### src/rtl/fsw_pkg.sv
package fsw_pkg;

    localparam int ADDR_W  = 32;
    localparam int CTRL_W  = 8;
    localparam int OFS_W   = 19;
    localparam int NUM_WIN = 4;
    localparam int WIN_W   = $clog2(NUM_WIN);

    localparam int BIT_SUSPEND = 0;
    localparam int BIT_WR_GATE = 4;
    localparam int BIT_PIN_SEL = 5;

    localparam logic [CTRL_W-1:0] CTRL_MASK  = 8'h3F;
    localparam logic [CTRL_W-1:0] CTRL_RESET = 8'h00;

    typedef struct packed {
        logic             valid;
        logic             hit;
        logic             allow;
        logic [WIN_W-1:0] win;
        logic [OFS_W-1:0] ofs;
    } resp_t;

    // Window index 0 is the highest range; the index also sets priority.
    function automatic logic [ADDR_W-1:0] win_lo(input int idx);
        case (idx)
            0:       return 32'hFFFE_0000;
            1:       return 32'hFFF8_0000;
            2:       return 32'hFFEE_0000;
            default: return 32'h000E_0000;
        endcase
    endfunction

    function automatic logic [ADDR_W-1:0] win_hi(input int idx);
        case (idx)
            0:       return 32'hFFFF_FFFF;
            1:       return 32'hFFFE_FFFF;
            2:       return 32'hFFEF_FFFF;
            default: return 32'h000F_FFFF;
        endcase
    endfunction

    function automatic int win_en_bit(input int idx);
        case (idx)
            0:       return 1;
            1:       return 3;
            2:       return 2;
            default: return 1;
        endcase
    endfunction

endpackage

### src/rtl/fsw_ctrl_reg.sv
module fsw_ctrl_reg
    import fsw_pkg::*;
(
    input  logic              clk,
    input  logic              rst_n,
    input  logic              wr_en,
    input  logic [CTRL_W-1:0] wdata,
    output logic [CTRL_W-1:0] ctrl_q
);

    logic [CTRL_W-1:0] ctrl_d;

    always_comb begin
        ctrl_d = ctrl_q;
        if (wr_en) begin
            ctrl_d = wdata & CTRL_MASK;
        end
    end

    always_ff @(posedge clk) begin
        if (!rst_n) begin
            ctrl_q <= CTRL_RESET;
        end else begin
            ctrl_q <= ctrl_d;
        end
    end

endmodule

### src/rtl/fsw_win_match.sv
module fsw_win_match #(
    parameter int                AW = 32,
    parameter logic [AW-1:0]     LO = '0,
    parameter logic [AW-1:0]     HI = '1
) (
    input  logic [AW-1:0] addr,
    input  logic          enable,
    output logic          match
);

    logic above_lo;
    logic below_hi;

    always_comb begin
        above_lo = (addr >= LO);
        below_hi = (addr <= HI);
        match    = enable & above_lo & below_hi;
    end

endmodule

### src/rtl/fsw_prio.sv
module fsw_prio #(
    parameter int N  = 4,
    parameter int IW = 2
) (
    input  logic [N-1:0]  match,
    output logic          any,
    output logic [IW-1:0] idx
);

    always_comb begin
        any = 1'b0;
        idx = '0;
        for (int i = N - 1; i >= 0; i--) begin
            if (match[i]) begin
                any = 1'b1;
                idx = IW'(i);
            end
        end
    end

endmodule

### src/rtl/fsw_window_decode.sv
module fsw_window_decode
    import fsw_pkg::*;
(
    input  logic              clk,
    input  logic              rst_n,
    input  logic              cfg_we,
    input  logic [CTRL_W-1:0] cfg_wdata,
    output logic [CTRL_W-1:0] ctrl_q,
    output logic              cs_pin_sel,
    input  logic              req_valid,
    input  logic [ADDR_W-1:0] req_addr,
    input  logic              req_write,
    output logic              rsp_valid,
    output logic              rsp_hit,
    output logic              rsp_allow,
    output logic [WIN_W-1:0]  rsp_win,
    output logic [OFS_W-1:0]  rsp_offset
);

    logic [NUM_WIN-1:0] win_en;
    logic [NUM_WIN-1:0] win_match;
    logic               any_match;
    logic [WIN_W-1:0]   win_idx;
    resp_t              rsp_d;
    resp_t              rsp_q;

    fsw_ctrl_reg u_ctrl (
        .clk    (clk),
        .rst_n  (rst_n),
        .wr_en  (cfg_we),
        .wdata  (cfg_wdata),
        .ctrl_q (ctrl_q)
    );

    for (genvar g = 0; g < NUM_WIN; g++) begin : g_win
        assign win_en[g] = ctrl_q[win_en_bit(g)] & ~ctrl_q[BIT_SUSPEND];

        fsw_win_match #(
            .AW (ADDR_W),
            .LO (win_lo(g)),
            .HI (win_hi(g))
        ) u_match (
            .addr   (req_addr),
            .enable (win_en[g]),
            .match  (win_match[g])
        );
    end

    fsw_prio #(
        .N  (NUM_WIN),
        .IW (WIN_W)
    ) u_prio (
        .match (win_match),
        .any   (any_match),
        .idx   (win_idx)
    );

    always_comb begin
        rsp_d       = '0;
        rsp_d.valid = req_valid;
        if (req_valid && any_match) begin
            rsp_d.hit   = 1'b1;
            rsp_d.win   = win_idx;
            rsp_d.ofs   = req_addr[OFS_W-1:0];
            rsp_d.allow = ~req_write | ctrl_q[BIT_WR_GATE];
        end
    end

    always_ff @(posedge clk) begin
        if (!rst_n) begin
            rsp_q <= '0;
        end else begin
            rsp_q <= rsp_d;
        end
    end

    assign rsp_valid  = rsp_q.valid;
    assign rsp_hit    = rsp_q.hit;
    assign rsp_allow  = rsp_q.allow;
    assign rsp_win    = rsp_q.win;
    assign rsp_offset = rsp_q.ofs;
    assign cs_pin_sel = ctrl_q[BIT_PIN_SEL];

endmodule

### config.mk
export PLATFORM = sky130hd
export DESIGN_NAME = fsw_window_decode
export DESIGN_NICKNAME = d
export VERILOG_FILES = /design/src/rtl/fsw_pkg.sv /design/src/rtl/fsw_ctrl_reg.sv /design/src/rtl/fsw_win_match.sv /design/src/rtl/fsw_prio.sv /design/src/rtl/fsw_window_decode.sv
export SDC_FILE = /design/constraint.sdc
export NUM_CORES = 1
export LEC_CHECK = 0
export ABC_CLOCK_PERIOD_IN_PS = 2500
export BUFFER_PORTS_ARGS = -buffer_cell sky130_fd_sc_hd__buf_2
export CAP_MARGIN = 20
export CORE_UTILIZATION = 43
export CTS_CLUSTER_DIAMETER = 100
export CTS_CLUSTER_SIZE = 16
export DETAILED_ROUTE_END_ITERATION = 12
export PLACE_DENSITY = 0.9
export SLEW_MARGIN = 20
export SYNTH_ARGS = -nofsm -noshare
export SYNTH_HDL_FRONTEND = slang
export SYNTH_SLANG_ARGS = --single-unit
### constraint.sdc
create_clock -name clk -period 2.5 [get_ports clk]
set_input_delay 0 -clock clk [delete_from_list [all_inputs] [get_ports clk]]
set_output_delay 0 -clock clk [all_outputs]
set_load 0.02 [all_outputs]
After elaboration in Yosys (flattened, before gate mapping)

Index checks and enable logic that the tools add are counted.

Register bits: 30
Bits of input ports: 45
Output and inout port bits: 33

Reductions and logical operators: 4
Bitwise gates (word level): 16
Mux-type cells: 9
$lt $le $gt $ge: 8

Operators by type and width:

| cell                                                                     | number |
|---|---|
| 32-bit >= comparator (second input constant)                             | 3 |
| 32-bit <= comparator (second input constant)                             | 3 |
| 32-bit by 20-bit >= comparator with 1-bit output (second input constant) | 1 |
| 32-bit by 20-bit <= comparator with 1-bit output (second input constant) | 1 |
| 23-bit two-way mux                                                       | 1 |
| 1-bit bitwise AND                                                        | 11 |
| 2-bit two-way mux                                                        | 4 |
| 1-bit two-way mux                                                        | 4 |
| 1-bit NOT                                                                | 4 |
| 4-bit OR reduction                                                       | 1 |
| 3-bit OR reduction                                                       | 1 |
| 2-bit AND reduction                                                      | 1 |
| 1-bit logical AND                                                        | 1 |
| 1-bit OR                                                                 | 1 |

Longest topological paths before layout

Gate-level depths: netlist of run 1.

Word-level depth: 11
Gate-level depth with buffers: 5

Modules after synthesis

A second synthesis of run 1 with hierarchy kept.

Cell total of the unflattened synthesis: 105
Area total of the unflattened synthesis: 1132.3 sq um

Modules (own cells, without submodules):

| module                           | area an instance (sq um) | seq. area each (sq um) | cells an instance | times used |
|---|---|---|---|---|
| fsw_window_decode                | 689.4                    | 480.5                  | 55                | 1 |
| fsw_ctrl_reg                     | 247.7                    | 120.1                  | 22                | 1 |
| fsw_win_match (g_win[3].u_match) | 46.3                     | 0.0                    | 5                 | 1 |
| fsw_win_match (g_win[2].u_match) | 40.0                     | 0.0                    | 5                 | 1 |
| fsw_win_match (g_win[0].u_match) | 37.5                     | 0.0                    | 5                 | 1 |
| fsw_win_match (g_win[1].u_match) | 36.3                     | 0.0                    | 6                 | 1 |
| fsw_prio                         | 35.0                     | 0.0                    | 7                 | 1 |

Least setup slack after synthesis of run 1

OpenSTA, ideal clock, no wires.

Path type: reg2reg
From: reg u_ctrl.ctrl_q[1]
To: reg rsp_q (netlist bit rsp_offset[0])
Period minus slack after synthesis: 1.437 ns
Data required time: 2.438 ns
Data arrival time: 1.375 ns
Cell stages (with the launch flop): 6
Library setup time: 0.062 ns
Slack: 1.063 ns
Path buffers: 1
Path through: dfxtp_1 -> mux2_2 -> a32oi_1 -> o32a_2 -> buf_6 -> nor2b_2

Cells in the longest elaborated chain, start to end: 9

RTL lines:

| element                         | line                    | source |
|---|---|---|
| start, declared                 | fsw_ctrl_reg.sv:8       | `output logic [CTRL_W-1:0] ctrl_q` |
| start signal, assigned          | fsw_ctrl_reg.sv:24      | `ctrl_q <= ctrl_d;` |
| 1-bit bitwise AND *             | fsw_window_decode.sv:36 | `assign win_en[g] = ctrl_q[win_en_bit(g)] & ~ctrl_q[BIT_SUSPEND];` |
| 1-bit bitwise AND (2 in a row)  | fsw_win_match.sv:17     | `match = enable & above_lo & below_hi;` |
| 1-bit two-way mux (3 in a row)  | fsw_prio.sv:14          | `if (match[i]) begin` |
| 1-bit two-way mux *             | fsw_prio.sv:14          |  |
| 1-bit logical AND *             | fsw_window_decode.sv:61 | `if (req_valid && any_match) begin` |
| 2-bit AND reduction (no line) * | n/a                     |  |
| end signal, assigned            | fsw_window_decode.sv:73 | `rsp_q <= rsp_d;` |
| end, declared                   | fsw_window_decode.sv:25 | `resp_t rsp_q;` |

Every way passes the cells marked *; elsewhere a longest branch is shown, timed or not.
A chain may end at the register's enable or synchronous reset.

Worst setup path in the final report of run 1

From: reg u_ctrl.ctrl_q[1]
To: reg rsp_q (netlist bit rsp_offset[1])

Same word-level chain as after synthesis.

==> results.yml, run 1 <==
setup_path:
  cp_slowest_cell: "o32a_2"
  r2r_start: "u_ctrl.ctrl_q[1]$_SDFFE_PN0P_"
  cp_max_fo: 21
  worstPathRequired_ns: 2.71
  end_kind: "register"
  worstSetupStartpoint: "u_ctrl.ctrl_q[1]$_SDFFE_PN0P_"
  worstPathArrival_ns: 2.00
  cp_top_family: "compound AO/OA/AOI/OAI gates"
  max_stage_delay_ns: 0.63
  worstPathBufferInverterCount: 0
  critical_path_class: "register to register"
  start_kind: "register"
  path_cells: "mux2_2 -> a32oi_1 -> o32a_2 -> and2b_1"
power_and_ir_drop:
  p_leak_nw: 0.959
  p_int_w: 0.000772
  cellPowerDensity_nw_per_um2: 520
  power.total_w: 0.000991
  clkPwrFrac_pct: 37.3
  sw_frac_of_total_pct: 22.1
  p_seq_share_pct: 49.4
  power.switching_w: 0.000218
  combPwrFrac_pct: 13.2
  ir_worst_vdd_v: 0.000402
worst_hold_path:
  hp-start: "rst_n"
  hold_class: "input pin to register"
floorplanning:
  die_y_um: 53.5
  ios: 78
  die_area_sq_um: 2860
  start_util_pct: 45.5
  die_w_um: 53.5
  core_area_sq_um: 2500
  fp-row-count: 18
clock_tree:
  clockBufferDepth: 2
  cts_tree: "built"
  cts_sinks: 30
  clk_pin_slew_ns: 0.09
  cts-resized-gates: 0
  htreeDepth: 2
  clk_latency_ns: 0.31
  cts_buffers: 5
  cts.root.buffer_cell: "clkbuf_4"
routing:
  top_layer: "met4"
  met1_length_mm: 1.22
  routed_wirelength_mm: 3.18
  viasPerCell: 4.69
  wl_per_cell_um: 13.3
  drtAntennaViolNets: 0
  met2RoutedLength_mm: 1.65
  drc: 0
  vias: 1117
  drt_iter0_markers: 5
  routed-wl-met3_um: 292
  firstDrtPassIters: 4
layout:
  area_growth_pct: 67.3
  nets: 252
  drive_above_1_share_pct: 49.5
  stdcell_area_sq_um: 1900
  antenna_cells: 0
  regArea_sq_um: 601
  multiInputGateArea_sq_um: 482
  nFillCells: 165
yosys:
  syn_area_sq_um: 1140
  synthDominantCellAreaShare_pct: 52.7
  synthFlopType: "dfxtp_1"
  yosysTopAreaCell: "dfxtp_1"
  synthTopCellsByCount: "dfxtp_1, nor2b_2, nor2b_1"
  yosys_warnings: 0
  synth_edf_count: 0
  synthArstFlopShare_pct: 0
  synth_area_leaders: "dfxtp_1, nor2b_2, mux2i_1"
  ys_seq_area_share_pct: 52.7
  ys_types: 30
  synthCells: 99
  syn_area_per_cell_sq_um: 11.5
  synth-seq-cells: 30
  yosysMostFrequentCell: "dfxtp_1"
timing:
  slew_violations: 0
  finalSetupViolations: 0
  final.setup.tns_ns: 0
  finalCriticalPeriod_ns: 1.79
  tightest_slew_ns: 0.669
  finalHoldViolations: 0
  rsz0062_at_grt: "false"
  finalCritPeriodShare_pct: 71.5
  clock_skew_ns: 0.00558
  slew-limit-headroom_pct: 55.4
  timing.fmax_mhz: 560
flow_run:
  max_cap_violations: 0
global_route:
  antenna_found_initial: 0
  grt_max_degree: 22
  grt_pass1_wl_mm: 4.57
  grt_overflow: 0
  first_global_vias: 1044
  grt_usage_pct: 23.4
placed_design:
  gp_congestion: 0.769
  post_dp_cell_area_sq_um: 1500
  port_buffers: 73
  hpwl_mm: 1.82
outcome:
  status: "completed"
-- per-stage QoR --
step	cells	hold WS, ns	utilization (%)	setup WS [ns]
6_report	238	0.0537	76.2	0.713
5_1_grt	238	0.0734	76.2	0.615
4_1_cts	238	0.0340	76.2	0.733
3_5_place_dp	197	0.183	59.9	0.701
3_3_place_gp	197	0.182	59.9	0.762
2_1_floorplan	100	0.0842	-	1.06
-- state kept, by name, summed over array words and instances, names as in the netlist --
signal and cells:
rsp_valid 1, u_ctrl.ctrl_q 6, rsp_allow 1, rsp_offset 19, rsp_hit 1, rsp_win 2
-- routing by layer --
layer	GRT usage [%]	up-vias
met5	0	-
met1	23.3	500
met3	6.32	2
met4	8.33	0
li1	-	550
met2	45.0	65
-- area by class of cell --
type | count | area share [%]
clock buffers | 5 | 1.97
repair buffers | 106 | 36.5
clock inverters | 3 | 2.10
well taps | 30 | 1.97
multi-input cells | 61 | 25.3
inverters | 3 | 0.591
flip-flops and latches | 30 | 31.5
-- worst reg2reg max path: cells and delay by family, from the launching register on --
kind	cells	cell delay, ns
multiplexers	1	0.28
flip-flops	1	0.36
AND/OR/NAND/NOR	1	0.26
AO/OA/AOI/OAI	2	0.79
-- what timing repair did --
action | in CTS | in global routing
hold endpoints to repair | 28 | 0
setup buffers | 0 | 0
hold buffers | 33 | 0
-- cells by family (layout without fill, tap and decap cells) --
family / Yosys count / count (layout) / synth area share (%)
buffers and inverters: 9 / 117 / 5.27
AO/OA/AOI/OAI: 6 / 6 / 4.18
flip-flops: 30 / 30 / 52.7
other: 1 / 2 / 0.329
AND/OR/NAND/NOR: 46 / 46 / 31.2
multiplexers: 7 / 7 / 6.26
-- power by group through the flow --
stage | Combinational [W] | Sequential [W] | Clock, W
floorplan | 0.0000358 | 0.000508 | 0
global placement | 0.0000838 | 0.000500 | 0
detailed placement | 0.0000874 | 0.000501 | 0
CTS | 0.000127 | 0.000490 | 0.000379
global route | 0.000141 | 0.000491 | 0.000407
finish | 0.000131 | 0.000490 | 0.000370
-- path summary, 6_finish.rpt --
check | cells after the start | slack, ns | endpoint
hold reg to reg | 2 | 0.47 | rsp_allow$_SDFF_PN0_
setup reg to reg | 4 | 0.71 | rsp_offset[1]$_SDFF_PN0_
setup / recovery | 4 | 0.71 | rsp_offset[1]$_SDFF_PN0_
hold / removal | 3 | 0.05 | rsp_valid$_SDFF_PN0_
-- cell usage in the layout (no fill, tap or decap), types with 3 or more instances in the layout --
cell type,n
mux2i_1,6
buf_2,73
dlygate4sd3_1,33
inv_1,3
dfxtp_1,30
clkbuf_4,5
nand4_1,6
nor2b_1,7
nor2b_2,14
nor2b_4,4
No activity file was read; power rests on OpenSTA's default activity.
==> run 2: changes to the inputs <==
Settings changed: ABC_CLOCK_PERIOD_IN_PS 2500 to 1550, CORE_UTILIZATION 43 to 36, PLACE_DENSITY 0.9 to 0.81.
Clock period 2.5 ns to 1.55 ns, I/O delays scaled along.
==> run 2 against run 1 <==
Against the previous run: the run now ends with design-rule violations left; cell count increased by 7.6%; total power grew 50%; via count increased by 1.8%.
==> results.yml, run 2 (synthesized netlist as in run 1, its figures left out) <==
routing:
  firstDrtPassIters: 8
  drt_iter0_markers: 19
  vias: 1137
  drc: 1
  viasPerCell: 4.44
  wl_per_cell_um: 12.1
  met1_length_mm: 1.29
  routed-wl-met3_um: 286
  top_layer: "met4"
  met2RoutedLength_mm: 1.45
  drtAntennaViolNets: 0
  routed_wirelength_mm: 3.09
floorplanning:
  fp-row-count: 20
  ios: 78
  die_y_um: 58.2
  start_util_pct: 37.6
  core_area_sq_um: 3030
  die_area_sq_um: 3390
  die_w_um: 58.2
clock_tree:
  cts_tree: "built"
  cts_sinks: 30
  clk_pin_slew_ns: 0.09
  clk_latency_ns: 0.32
  clockBufferDepth: 2
  htreeDepth: 2
  cts.root.buffer_cell: "clkbuf_4"
  cts_buffers: 5
layout:
  nets: 256
  largest_reg_flops: 19
  nFillCells: 233
  most-common-layout-cells: "buf_2, dlygate4sd3_1, dfxtp_1"
  drive_above_1_share_pct: 50.5
  final_common_cell: "buf_2"
  final_cells: 256
  antenna_cells: 0
  area_growth_pct: 71.2
timing:
  finalSetupViolations: 0
  rsz0062_at_grt: "false"
  finalHoldViolations: 0
  clock_skew_ns: 0.00676
  finalCritPeriodShare_pct: 94.1
  hold_ws_ns: 0.0451
  slew_violations: 0
  timing.fmax_mhz: 686
  finalCriticalPeriod_ns: 1.46
global_route:
  first_global_vias: 1092
  grt_max_degree: 21
  grt_pass1_wl_mm: 4.78
  antenna_found_initial: 0
  grt_usage_pct: 19.7
  grt_overflow: 0
placed_design:
  port_buffers: 73
  dp.cells: 215
  hpwl_mm: 1.79
  gp_congestion: 0.786
outcome:
  violations: "design-rule violations"
  status: "finished with violations"
setup_path:
  r2r_cells: 5
  start_kind: "register"
  end_kind: "register"
  worstSetupStartpoint: "u_ctrl.ctrl_q[2]$_SDFFE_PN0P_"
  worstPathArrival_ns: 1.71
  rrSetupSlack_ns: 0.09
  r2r_start: "u_ctrl.ctrl_q[2]$_SDFFE_PN0P_"
  worstPathRequired_ns: 1.80
  endpoint: "rsp_offset[13]$_SDFF_PN0_"
  worstReg2RegEnd: "rsp_offset[13]$_SDFF_PN0_"
  cp_max_fo: 20
  critical_path_class: "register to register"
power_and_ir_drop:
  cellPowerDensity_nw_per_um2: 760
  p_leak_nw: 0.976
  ir_worst_vdd_v: 0.000419
flow_run:
  max_cap_violations: 0
worst_hold_path:
  hold_class: "input pin to register"
==> run 2: cell types whose count changed in the layout (fill, tap and decap cells not counted), sizes merged <==
cell / delta
buf: +4
bufinv: -1
clkbuf: +2
clkinv: -1
==> run 2: critical path: stages (launching register included) <==
cell and delay (ns):
dfxtp_1 0.41, mux2_2 0.17, a32oi_1 0.05, o32a_2 0.43, buf_12 0.18, nor2b_2 0.14
==> run 2: final cells by class <==
class | instances | area (sq um) | share of cell area, %
clock buffers | 7 | 55.1 | 2.82
clock inverters | 1 | 5.00 | 0.257
inverters | 3 | 11.3 | 0.578
multi-input cells | 61 | 484 | 24.8
flip-flops and latches | 30 | 601 | 30.8
well taps | 44 | 55.1 | 2.82
repair buffers | 110 | 738 | 37.9
==> run 2: worst min path at each step <==
stage                         start                     to  slack (ns)  cells past startpoint
after floorplan           req_write   rsp_allow$_SDFF_PN0_        0.08                      1
after global placement    req_write   rsp_allow$_SDFF_PN0_        0.18                      2
after detailed placement  req_write   rsp_allow$_SDFF_PN0_        0.19                      2
after CTS                     rst_n   rsp_valid$_SDFF_PN0_        0.03                      3
after global routing          rst_n  rsp_win[1]$_SDFF_PP0_        0.05                      3
final                         rst_n   rsp_valid$_SDFF_PN0_        0.05                      3
==> run 2: routing by layer <==
layer | vias to the layer above | GRT usage (%)
li1 | 561 | -
met1 | 506 | 20.1
met2 | 63 | 34.2
met3 | 7 | 8.26
met4 | 0 | 10.2
met5 | - | 0
==> run 2: what timing repair did <==
action / CTS / global route
hold endpoints to repair: 28 / 0
gates resized for setup: 0 / 1
buffers inserted: 0 / 0
hold buffers: 33 / 0
setup endpoints to repair: 0 / 2
==> run 2: stage by stage <==
stage          area (sq um)  worst slack, ns  total power (W)  util [%]  setup TNS [ns]
2_1_floorplan          1140            0.113         0.000877         -               0
3_3_place_gp           1560           0.0172         0.000951      51.4               0
3_5_place_dp           1560          -0.0129         0.000954      51.4         -0.0213
4_1_cts                1950           0.0950          0.00149      64.3               0
5_1_grt                1950           0.0343          0.00157      64.4               0
6_report               1950           0.0918          0.00148      64.4               0
==> run 2: power breakdown <==
group / internal [W] / total (W) / switching (W)
Combinational: 0.000136 / 0.000216 / 0.0000797
Clock: 0.000220 / 0.000477 / 0.000257
Sequential: 0.000781 / 0.000789 / 0.00000830
